==> config.mk <==
export PLATFORM = sky130hd
export DESIGN_NAME = prm_synapse
export DESIGN_NICKNAME = d
export VERILOG_FILES = /design/src/rtl/prm_pkg.sv /design/src/rtl/prm_weight_reg.sv /design/src/rtl/prm_state_ctr.sv /design/src/rtl/prm_state_sel.sv /design/src/rtl/prm_synapse.sv
export SDC_FILE = /design/constraint.sdc
export NUM_CORES = 1
export LEC_CHECK = 0
export CAP_MARGIN = 25
export CORE_ASPECT_RATIO = 0.7
export CORE_UTILIZATION = 25
export CTS_CLUSTER_SIZE = 30
export DETAILED_ROUTE_END_ITERATION = 10
export GPL_ROUTABILITY_DRIVEN = 0
export PLACE_DENSITY_LB_ADDON = 0.05
export RECOVER_POWER = 100
export SLEW_MARGIN = 20
export SYNTH_ARGS = -nofsm -noshare
export SYNTH_HDL_FRONTEND = slang
export SYNTH_SLANG_ARGS = --single-unit
export TNS_END_PERCENT = 20
==> constraint.sdc <==
create_clock -name clk -period 1.9 [get_ports clk]
set_input_delay 0.285 -clock clk [delete_from_list [all_inputs] [get_ports clk]]
set_output_delay 0.285 -clock clk [all_outputs]
set_load 0.1 [all_outputs]
==> src/rtl/prm_pkg.sv <==
package prm_pkg;
  typedef enum logic {
    ROUTE_EXC = 1'b0,
    ROUTE_INH = 1'b1
  } route_e;
endpackage

==> src/rtl/prm_weight_reg.sv <==
module prm_weight_reg #(
  parameter int MAG_W = 6
) (
  input  logic             clk,
  input  logic             rst,
  input  logic             wr_en,
  input  logic [MAG_W:0]   wr_weight,
  output logic [MAG_W-1:0] mag_q,
  output prm_pkg::route_e  sign_q
);
  always_ff @(posedge clk) begin
    if (rst) begin
      mag_q  <= '0;
      sign_q <= prm_pkg::ROUTE_EXC;
    end else if (wr_en) begin
      mag_q  <= wr_weight[MAG_W-1:0];
      sign_q <= prm_pkg::route_e'(wr_weight[MAG_W]);
    end
  end
endmodule

==> src/rtl/prm_state_ctr.sv <==
module prm_state_ctr #(
  parameter int MAG_W = 6
) (
  input  logic             clk,
  input  logic             rst,
  input  logic             adv,
  output logic [MAG_W-1:0] cnt_q,
  output logic [MAG_W-1:0] cnt_nxt
);
  localparam logic [MAG_W-1:0] ONE = {{(MAG_W-1){1'b0}}, 1'b1};

  assign cnt_nxt = cnt_q + ONE;

  always_ff @(posedge clk) begin
    if (rst)      cnt_q <= '0;
    else if (adv) cnt_q <= cnt_nxt;
  end
endmodule

==> src/rtl/prm_state_sel.sv <==
module prm_state_sel #(
  parameter int MAG_W = 6
) (
  input  logic [MAG_W-1:0] state,
  input  logic [MAG_W-1:0] mag,
  output logic             fire
);
  logic [MAG_W-1:0] slot;

  for (genvar k = 0; k < MAG_W; k++) begin : g_slot
    if (k == 0) begin : g_top
      assign slot[k] = state[0] & mag[MAG_W-1];
    end else begin : g_low
      assign slot[k] = state[k] & (state[k-1:0] == '0) & mag[MAG_W-1-k];
    end
  end

  assign fire = |slot;
endmodule

==> src/rtl/prm_synapse.sv <==
module prm_synapse #(
  parameter int MAG_W = 6
) (
  input  logic           clk,
  input  logic           rst,
  input  logic           pulse_in,
  input  logic           wr_en,
  input  logic [MAG_W:0] wr_weight,
  output logic           exc_pulse,
  output logic           inh_pulse
);
  logic [MAG_W-1:0] mag_q;
  prm_pkg::route_e  sign_q;
  logic [MAG_W-1:0] cnt_q;
  logic [MAG_W-1:0] cnt_nxt;
  logic             fire;

  prm_weight_reg #(.MAG_W(MAG_W)) u_wreg (
    .clk(clk), .rst(rst), .wr_en(wr_en), .wr_weight(wr_weight),
    .mag_q(mag_q), .sign_q(sign_q)
  );

  prm_state_ctr #(.MAG_W(MAG_W)) u_ctr (
    .clk(clk), .rst(rst), .adv(pulse_in),
    .cnt_q(cnt_q), .cnt_nxt(cnt_nxt)
  );

  prm_state_sel #(.MAG_W(MAG_W)) u_sel (
    .state(cnt_nxt), .mag(mag_q), .fire(fire)
  );

  always_ff @(posedge clk) begin
    if (rst) begin
      exc_pulse <= 1'b0;
      inh_pulse <= 1'b0;
    end else begin
      exc_pulse <= pulse_in & fire & (sign_q == prm_pkg::ROUTE_EXC);
      inh_pulse <= pulse_in & fire & (sign_q == prm_pkg::ROUTE_INH);
    end
  end
endmodule

==> impl_metrics.env, run 1 <==
export IMPL_status="finished clean"
export IMPL_initial_core_util=0.273
export IMPL_finalNonFillerCells=140
export IMPL_nFillCells=320
export IMPL_peakVddDrop_mv=0.247
export IMPL_post_route_period_util=0.850
export IMPL_finalPower_mw=0.687
export IMPL_cp_depth=6
export IMPL_regArea_um2=300
export IMPL_place_area_um2=945
export IMPL_synth_area_leaders="dfxtp_1 (38%), mux2i_1 (8.9%), nor2_1 (7.2%), ha_1 (4.8%), xor2_1 (4.5%)"
export IMPL_syn_inst=90
export IMPL_cts_tree="done"
export IMPL_rsz0062_at_grt="false"
export IMPL_cts_buffers=3
export IMPL_area_growth_pct=24.2
export IMPL_finalSetupViolCount=0
export IMPL_die_w_um=69.0
export IMPL_die_h_um=48.9
export IMPL_min_path_type="reg2reg"
export IMPL_power_density_nw_per_um2=704
export IMPL_async_flop_share=0
export IMPL_worstSetupEndpointType="register"
export IMPL_grt_ovfl_total=0
export IMPL_synth_edf_count=0
export IMPL_worstPathMaxFanout=6
export IMPL_cp_startpoint="u_ctr.cnt_q[0]"
export IMPL_ys_types=32
export IMPL_clkTransAtPathRegs_ns=0.06
export IMPL_fin_skew_ns=0.000758
export IMPL_rrSetupSlack_ns=0.29
export IMPL_final_cell_mix="nor2_1 (15), dfxtp_1 (15), clkdlybuf4s50_1 (8)"
export IMPL_p_int_mw=0.523
export IMPL_grt_usage=0.102
export IMPL_grt_max_degree=15
export IMPL_clock_path_buffers=2
export IMPL_synth_top_area_frac=0.382
export IMPL_worst_slack_ns=0.285
export IMPL_io_buffer_count=12
export IMPL_cts_max_level=1
export IMPL_slew_headroom=0.642
export IMPL_final_cell_area_um2=976
export IMPL_arrival_ns=1.76
export IMPL_layout_drive_gt1_share=0.115
export IMPL_switchingPower_mw=0.164
export IMPL_final_nets=119
export IMPL_fin_setup_tns_ns=0
export IMPL_post_cts_buffers=0
export IMPL_place_inst=136
export IMPL_crit_type="reg2reg"
export IMPL_synthesis_area_um2=786
export IMPL_p_comb_frac=0.135
export IMPL_drv_slew=0
export IMPL_synth_area_leader_cell="dfxtp_1"
export IMPL_grt_pass1_wl_mm=2.65
export IMPL_clock_sinks=15
export IMPL_routed_wl_mm=1.57
export IMPL_p_sw_frac=0.239
export IMPL_p_seq_frac=0.492
export IMPL_critPathSlowestCell="or3_1"
export IMPL_viasPerCell=4.50
export IMPL_clockPowerShare=0.372
export IMPL_die_area_um2=3370
export IMPL_max_stage_delay_ns=0.39
export IMPL_yosys_warnings=0
export IMPL_r2r_end="exc_pulse"
export IMPL_num_vias=630
export IMPL_pre_cts_ws_ns=0.326
export IMPL_ctsHoldBuffers=0
export IMPL_fmax_ghz=0.619
export IMPL_io_pins=13
export IMPL_synth_fp_nets=104
export IMPL_clockRootBuffer="clkbuf_8"
export IMPL_dr_pass1_iters=4
export IMPL_antenna_found_initial=0
export IMPL_wl_per_cell_um=11.2
export IMPL_avgSynthCellArea_um2=8.73
export IMPL_cp_data_required_time_ns=2.05
export IMPL_drt_initial_drc_count=20
export IMPL_worst_pin_slew_ns=0.539
export IMPL_drc=0
export IMPL_multi_input_area_um2=434
export IMPL_core_area_um2=2880
export IMPL_worstSkewPairLatency_ns=0.24
export IMPL_row_count=16
export IMPL_crit_end="exc_pulse"
export IMPL_startpoint_type="register"
export IMPL_p_leak_nw=0.385
export IMPL_seq_area_frac_synth=0.382
export IMPL_timing_final_hold_violations=0
export IMPL_drtAntennaViolNets=0
export IMPL_synth_seq_cells=15
export IMPL_rr_worst_depth=6
export IMPL_grt_pass1_vias=562
export IMPL_path_cells="ha_1 > nand3_1 > or3_1 > a31oi_2 > o21ai_0 > o41ai_1"
export IMPL_rr_startpoint="u_ctr.cnt_q[0]"
export IMPL_cap_viol_max_count=0
export IMPL_worst_path_buf_inv=0
export IMPL_diodes=0
export IMPL_ctsResizeCount=0
export IMPL_synthFlopType="dfxtp_1"
export IMPL_critPathTopFamily="simple AND/OR/NAND/NOR gates"
export IMPL_post_route_min_period_ns=1.61
export IMPL_hpwl_mm=1.17
-- per-layer routing --
metal | share of wire | GRT usage | up-vias
li1 | - | - | 337
met1 | 0.56 | 0.147 | 282
met2 | 0.39 | 0.131 | 9
met3 | 0.055 | 0.0475 | 2
met4 | 0.0025 | 0.0306 | 0
met5 | 0 | 0 | -
-- how the worst min path moves through the flow --
stage                          from              end  depth (start not counted)  slack (ns)
floorplan                       rst  u_wreg.mag_q[2]                          1        0.36
global placement    u_wreg.mag_q[1]  u_wreg.mag_q[1]                          2        0.48
detailed placement  u_wreg.mag_q[1]  u_wreg.mag_q[1]                          2        0.48
CTS                 u_wreg.mag_q[0]  u_wreg.mag_q[0]                          2        0.50
global route        u_wreg.mag_q[0]  u_wreg.mag_q[0]                          2        0.53
finish              u_wreg.mag_q[0]  u_wreg.mag_q[0]                          2        0.49
-- cell type report --
type                    count  share of cell area
repair buffers             16               0.140
multi-input cells          65               0.445
well taps                  36              0.0462
inverters                   4              0.0154
flip-flops and latches     15               0.308
clock buffers               4              0.0462
-- sequential cells by signal, indices dropped and copies added, names as in the netlist --
name	cells
u_wreg.mag_q	6
inh_pulse	1
u_wreg.sign_q	1
exc_pulse	1
u_ctr.cnt_q	6
-- cells in the mapped netlist (3+ instances only) --
| library cell | n |
|---|---|
| nand2_1 | 5 |
| mux2i_1 | 7 |
| inv_1 | 4 |
| ha_1 | 3 |
| xor2_1 | 4 |
| dfxtp_1 | 15 |
| xnor2_1 | 3 |
| nand3_1 | 4 |
| nor2_1 | 15 |
| clkbuf_1 | 3 |
-- per-stage QoR --
step	hold WS, ns	utilization
6_report	0.490	0.339
2_1_floorplan	0.357	-
3_3_place_gp	0.477	0.328
3_5_place_dp	0.485	0.328
4_1_cts	0.499	0.343
5_1_grt	0.532	0.339
-- power groups by stage --
stage	clock network (mW)	logic (mW)	registers, mW
after floorplan	0	0.0489	0.351
after global placement	0	0.0982	0.346
after detailed placement	0	0.0972	0.345
after CTS	0.266	0.0980	0.339
after global routing	0.282	0.106	0.340
final	0.256	0.0931	0.338
-- cell families after synthesis --
logic type               count (synthesis)  share of synthesized area
adder cells (fa/ha/maj)                  3                     0.0478
XOR/XNOR                                 7                     0.0780
multiplexers                             7                     0.0892
flip-flops                              15                      0.382
buffers and inverters                   10                     0.0589
AND/OR/NAND/NOR                         35                      0.220
AO/OA/AOI/OAI                           13                      0.124
-- tightest hold or removal path, cell delays in order, from the launching register on --
cell and delay (ns):
dfxtp_1 0.32, mux2i_1 0.06, nor2_1 0.07
(Power assumes the default switching activity.)
==> run 2, diff against run 1 <==
==> constraint.sdc (replaced) <==
create_clock -name clk -period 1.42 [get_ports clk]
set_input_delay 0.213 -clock clk [delete_from_list [all_inputs] [get_ports clk]]
set_output_delay 0.213 -clock clk [all_outputs]
set_load 0.1 [all_outputs]
==> run 2 against run 1 <==
Core utilization up 5.9 points. Sequential share of layout area is 3.9 points lower. Setup slack worse by 0.26 ns. Clock skew is 0.0052 ns higher. Global-route usage increased by 0.51 points. Hold slack improved by 0.0080 ns. Maximum frequency is 16% higher. Via count up 7.3%. Register-to-register slack worse by 0.26 ns. Critical path depth unchanged. Combinational power grew 68%. Critical endpoint unchanged. Largest cell class unchanged.
==> impl_metrics.env, run 2 (same netlist as run 1, synthesis figures left out) <==
export IMPL_cts_tree="done"
export IMPL_min_path_type="reg2reg"
export IMPL_hpwl_mm=1.27
export IMPL_routed_wl_mm=1.80
export IMPL_p_sw_frac=0.243
export IMPL_post_route_period_util=0.983
export IMPL_pre_cts_ws_ns=-0.0340
export IMPL_core_area_um2=2880
export IMPL_worstSetupEndpointType="register"
export IMPL_rsz0062_at_grt="true"
export IMPL_startpoint_type="register"
export IMPL_worstSkewPairLatency_ns=0.25
export IMPL_slew_headroom=0.637
export IMPL_grt_pass1_vias=591
export IMPL_p_seq_frac=0.480
export IMPL_dr_pass1_iters=4
export IMPL_final_common_cell="nor2_1"
export IMPL_cts_buffers=3
export IMPL_largestRegisters="u_ctr.cnt_q x6, u_wreg.mag_q x6"
export IMPL_viasPerCell=4.48
export IMPL_finalSetupViolCount=0
export IMPL_die_w_um=69.0
export IMPL_power_density_nw_per_um2=831
export IMPL_fmax_ghz=0.716
export IMPL_grt_ovfl_total=0
export IMPL_io_buffer_count=12
export IMPL_worst_slack_ns=0.0238
export IMPL_hold_start="u_wreg.mag_q[0]"
export IMPL_cp_data_required_time_ns=1.56
export IMPL_finalPower_mw=0.954
export IMPL_drtAntennaViolNets=0
export IMPL_grt_max_degree=15
export IMPL_num_vias=676
export IMPL_rr_startpoint="u_ctr.cnt_q[0]"
export IMPL_ctsHoldBuffers=0
export IMPL_grt_pass1_wl_mm=2.78
export IMPL_switchingPower_mw=0.232
export IMPL_nFillCells=308
export IMPL_status="finished clean"
export IMPL_p_int_mw=0.722
export IMPL_initial_core_util=0.273
export IMPL_wl_per_cell_um=11.9
export IMPL_diodes=0
export IMPL_clockRootBuffer="clkbuf_8"
export IMPL_final_nets=130
export IMPL_drt_initial_drc_count=30
export IMPL_die_area_um2=3370
export IMPL_antenna_found_initial=0
export IMPL_cp_startpoint="u_ctr.cnt_q[0]"
export IMPL_cts_max_level=1
export IMPL_peakVddDrop_mv=0.433
export IMPL_grt_usage=0.107
export IMPL_p_leak_nw=0.455
export IMPL_final_cell_mix="nor2_1 (15), dfxtp_1 (11), buf_4 (10)"
export IMPL_drv_slew=0
export IMPL_clock_path_buffers=2
export IMPL_area_growth_pct=46.0
export IMPL_worst_pin_slew_ns=0.546
export IMPL_cap_viol_max_count=0
export IMPL_row_count=16
export IMPL_p_comb_frac=0.164
export IMPL_clock_sinks=15
export IMPL_layout_drive_gt1_share=0.304
export IMPL_post_route_min_period_ns=1.40
export IMPL_arrival_ns=1.53
export IMPL_fin_skew_ns=0.00591
export IMPL_io_pins=13
export IMPL_crit_type="reg2reg"
export IMPL_clkTransAtPathRegs_ns=0.06
export IMPL_timing_final_hold_violations=0
export IMPL_clockPowerShare=0.356
export IMPL_drc=0
export IMPL_worstPathMaxFanout=6
export IMPL_die_h_um=48.9
run 2: per-layer routing:
| metal | GRT usage | vias up | part of all wire |
|---|---|---|---|
| met5 | 0 | - | 0 |
| met4 | 0.0306 | 0 | 0.0072 |
| met3 | 0.0558 | 2 | 0.051 |
| met2 | 0.147 | 11 | 0.41 |
| met1 | 0.144 | 306 | 0.53 |
| li1 | - | 357 | - |
run 2: layout make-up:
class | count | area (um2) | area share
flip-flops and latches | 15 | 308 | 0.268
well taps | 36 | 45.0 | 0.0393
repair buffers | 27 | 226 | 0.197
inverters | 4 | 15.0 | 0.0131
clock buffers | 4 | 45.0 | 0.0393
multi-input cells | 65 | 508 | 0.443
run 2: what timing repair did:
item                       4_1_cts  5_1_grt
gates cloned                     0        0
gates resized for setup          2       14
setup endpoints to repair        2        2
pin swaps                        4        4
setup buffers                    0        3
run 2: worst max-delay path, cell delays in order, from the launching register on:
cell      delay, ns
dfxtp_2        0.36
ha_4           0.19
and2_2         0.19
nand3_1        0.10
a21oi_2        0.13
a211oi_2       0.07
o41ai_1        0.25
run 2: worst paths after layout:
kind	to	depth (start not counted)	slack [ns]
min	u_wreg.mag_q[0]	2	0.50
max reg2reg	exc_pulse	6	0.02
max	exc_pulse	6	0.02
min reg2reg	u_wreg.mag_q[0]	2	0.50
run 2: power by group through the flow:
stage	combinational, mW	clock (mW)	sequential (mW)
2_1_floorplan	0.0668	0	0.472
3_3_place_gp	0.141	0	0.465
5_1_grt	0.172	0.371	0.459
6_report	0.156	0.340	0.457
4_1_cts	0.144	0.352	0.457
3_5_place_dp	0.141	0	0.465
run 2: metrics by stage:
| stage | TNS, ns | instance area (um2) | std cells | hold WS [ns] | util |
|---|---|---|---|---|---|
| floorplan | 0 | 803 | 90 | 0.282 | - |
| global placement | 0 | 1050 | 144 | 0.475 | 0.363 |
| detailed placement | -0.0573 | 1050 | 144 | 0.479 | 0.363 |
| CTS | -0.0142 | 1100 | 148 | 0.494 | 0.380 |
| global route | -0.179 | 1150 | 151 | 0.546 | 0.398 |
| finish | 0 | 1150 | 151 | 0.498 | 0.398 |
==> run 3, diff against run 2 <==
--- a/config.mk
+++ b/config.mk
@@ -7,13 +7,14 @@
 export LEC_CHECK = 0
 export CAP_MARGIN = 25
 export CORE_ASPECT_RATIO = 0.7
+export CORE_MARGIN = 2
 export CORE_UTILIZATION = 25
 export CTS_CLUSTER_SIZE = 30
 export DETAILED_ROUTE_END_ITERATION = 10
 export GPL_ROUTABILITY_DRIVEN = 0
 export PLACE_DENSITY_LB_ADDON = 0.05
 export RECOVER_POWER = 100
-export SLEW_MARGIN = 20
+export SLEW_MARGIN = 5
 export SYNTH_ARGS = -nofsm -noshare
 export SYNTH_HDL_FRONTEND = slang
 export SYNTH_SLANG_ARGS = --single-unit
==> run 3 against run 2 <==
The run now ends with negative setup slack left. Final cell count is 2.0% lower. Via count decreased by 0.15%. Setup slack lost 0.037 ns. Register-to-register slack worse by 0.04 ns. Clock-buffer cell count unchanged. Combinational power shrank 3%. Flip-flop and latch count did not move. Largest power group unchanged.
==> impl_metrics.env, run 3 (same netlist as run 1, synthesis figures left out) <==
export IMPL_diodes=0
export IMPL_die_h_um=50.9
export IMPL_drtAntennaViolNets=0
export IMPL_grt_ovfl_total=0
export IMPL_core_area_um2=2900
export IMPL_nFillCells=301
export IMPL_clkTransAtPathRegs_ns=0.06
export IMPL_final_cell_mix="nor2_1 (15), dfxtp_1 (13), clkdlybuf4s50_1 (9)"
export IMPL_hpwl_mm=1.32
export IMPL_regArea_um2=308
export IMPL_initial_core_util=0.271
export IMPL_fin_setup_tns_ns=-0.0252
export IMPL_drt_initial_drc_count=14
export IMPL_grt_usage=0.111
export IMPL_post_route_min_period_ns=1.43
export IMPL_drc=0
export IMPL_dr_pass1_iters=4
export IMPL_worst_slack_ns=-0.0136
export IMPL_holdWs_ns=0.491
export IMPL_pre_cts_ws_ns=-0.0461
export IMPL_viasPerCell=4.56
export IMPL_cts_buffers=3
export IMPL_grt_pass1_vias=665
export IMPL_grt_max_degree=15
export IMPL_row_count=16
export IMPL_post_route_period_util=1.01
export IMPL_ctsHoldBuffers=0
export IMPL_worstSetupEndpointType="register"
export IMPL_routed_wl_mm=1.82
export IMPL_cts_max_level=1
export IMPL_area_growth_pct=45.5
export IMPL_clock_path_buffers=2
export IMPL_timing_final_hold_violations=0
export IMPL_largestRegisters="u_ctr.cnt_q x6, u_wreg.mag_q x6"
export IMPL_antenna_found_initial=0
export IMPL_multi_input_area_um2=514
export IMPL_post_cts_buffers=0
export IMPL_finalPower_mw=0.957
export IMPL_grt_pass1_wl_mm=3.11
export IMPL_final_nets=127
export IMPL_final_common_cell="nor2_1"
export IMPL_num_vias=675
export IMPL_drv_slew=0
export IMPL_clock_sinks=15
export IMPL_rsz0062_at_grt="true"
export IMPL_cp_data_required_time_ns=1.55
export IMPL_cts_tree="done"
export IMPL_crit_type="reg2reg"
export IMPL_worst_pin_slew_ns=0.541
export IMPL_wl_per_cell_um=12.3
export IMPL_layout_drive_gt1_share=0.277
export IMPL_slew_headroom=0.641
export IMPL_worstSkewPairLatency_ns=0.24
export IMPL_startpoint_type="register"
export IMPL_fmax_ghz=0.698
export IMPL_die_area_um2=3610
export IMPL_io_pins=13
export IMPL_p_leak_nw=0.440
export IMPL_finalSetupViolCount=2
export IMPL_power_density_nw_per_um2=837
export IMPL_cap_viol_max_count=0
export IMPL_peakVddDrop_mv=0.469
export IMPL_die_w_um=71.0
export IMPL_worstPathMaxFanout=5
export IMPL_fin_skew_ns=0.00132
export IMPL_min_path_type="reg2reg"
export IMPL_status="finished, violations left"
export IMPL_io_buffer_count=12
export IMPL_violations="negative setup slack"
export IMPL_clockRootBuffer="clkbuf_8"
export IMPL_arrival_ns=1.56
run 3: where the power goes:
group | total (mW) | switching, mW | leakage [nW] | internal (mW)
sequential | 0.457 | 0.0159 | 0.124 | 0.441
clock | 0.348 | 0.150 | 0.0228 | 0.199
combinational | 0.152 | 0.0740 | 0.293 | 0.0785
run 3: worst max-delay path, stage by stage, from the launching register on:
cell and delay, ns:
dfxtp_4 0.36, ha_4 0.17, buf_12 0.13, xor2_1 0.13, a21o_1 0.16, a211oi_2 0.28
o41ai_2 0.09
run 3: final cells by class:
class | count | share of cell area
multi-input combinational | 65 | 0.450
sequential | 15 | 0.269
timing repair buffer | 24 | 0.189
clock buffer | 4 | 0.0394
tap | 36 | 0.0394
inverter | 4 | 0.0131
run 3: repair_timing:
item	CTS	global route
endpoints found under the setup margin	2	3
pin swaps	1	8
gates resized for setup	4	10
run 3: final timing paths:
kind                            cells after the start             from  slack [ns]         endpoint
worst max-delay path                                6   u_ctr.cnt_q[1]       -0.01        exc_pulse
worst min-delay path                                2  u_wreg.mag_q[1]        0.49  u_wreg.mag_q[1]
worst max register to register                      6   u_ctr.cnt_q[1]       -0.01        exc_pulse
worst min register to register                      2  u_wreg.mag_q[1]        0.49  u_wreg.mag_q[1]
run 3: routing by layer:
layer,GRT usage,vias up,wire (um)
li1,-,349,-
met1,0.149,313,937
met2,0.171,11,786
met3,0.0454,2,89
met4,0.0189,0,4
met5,0,-,0
run 3: metrics by stage:
stage                util  instances  instance area (um2)
CTS                 0.389        148                 1130
finish              0.394        148                 1140
floorplan               -         90                  803
detailed placement  0.365        144                 1060
global route        0.394        148                 1140
global placement    0.365        144                 1060
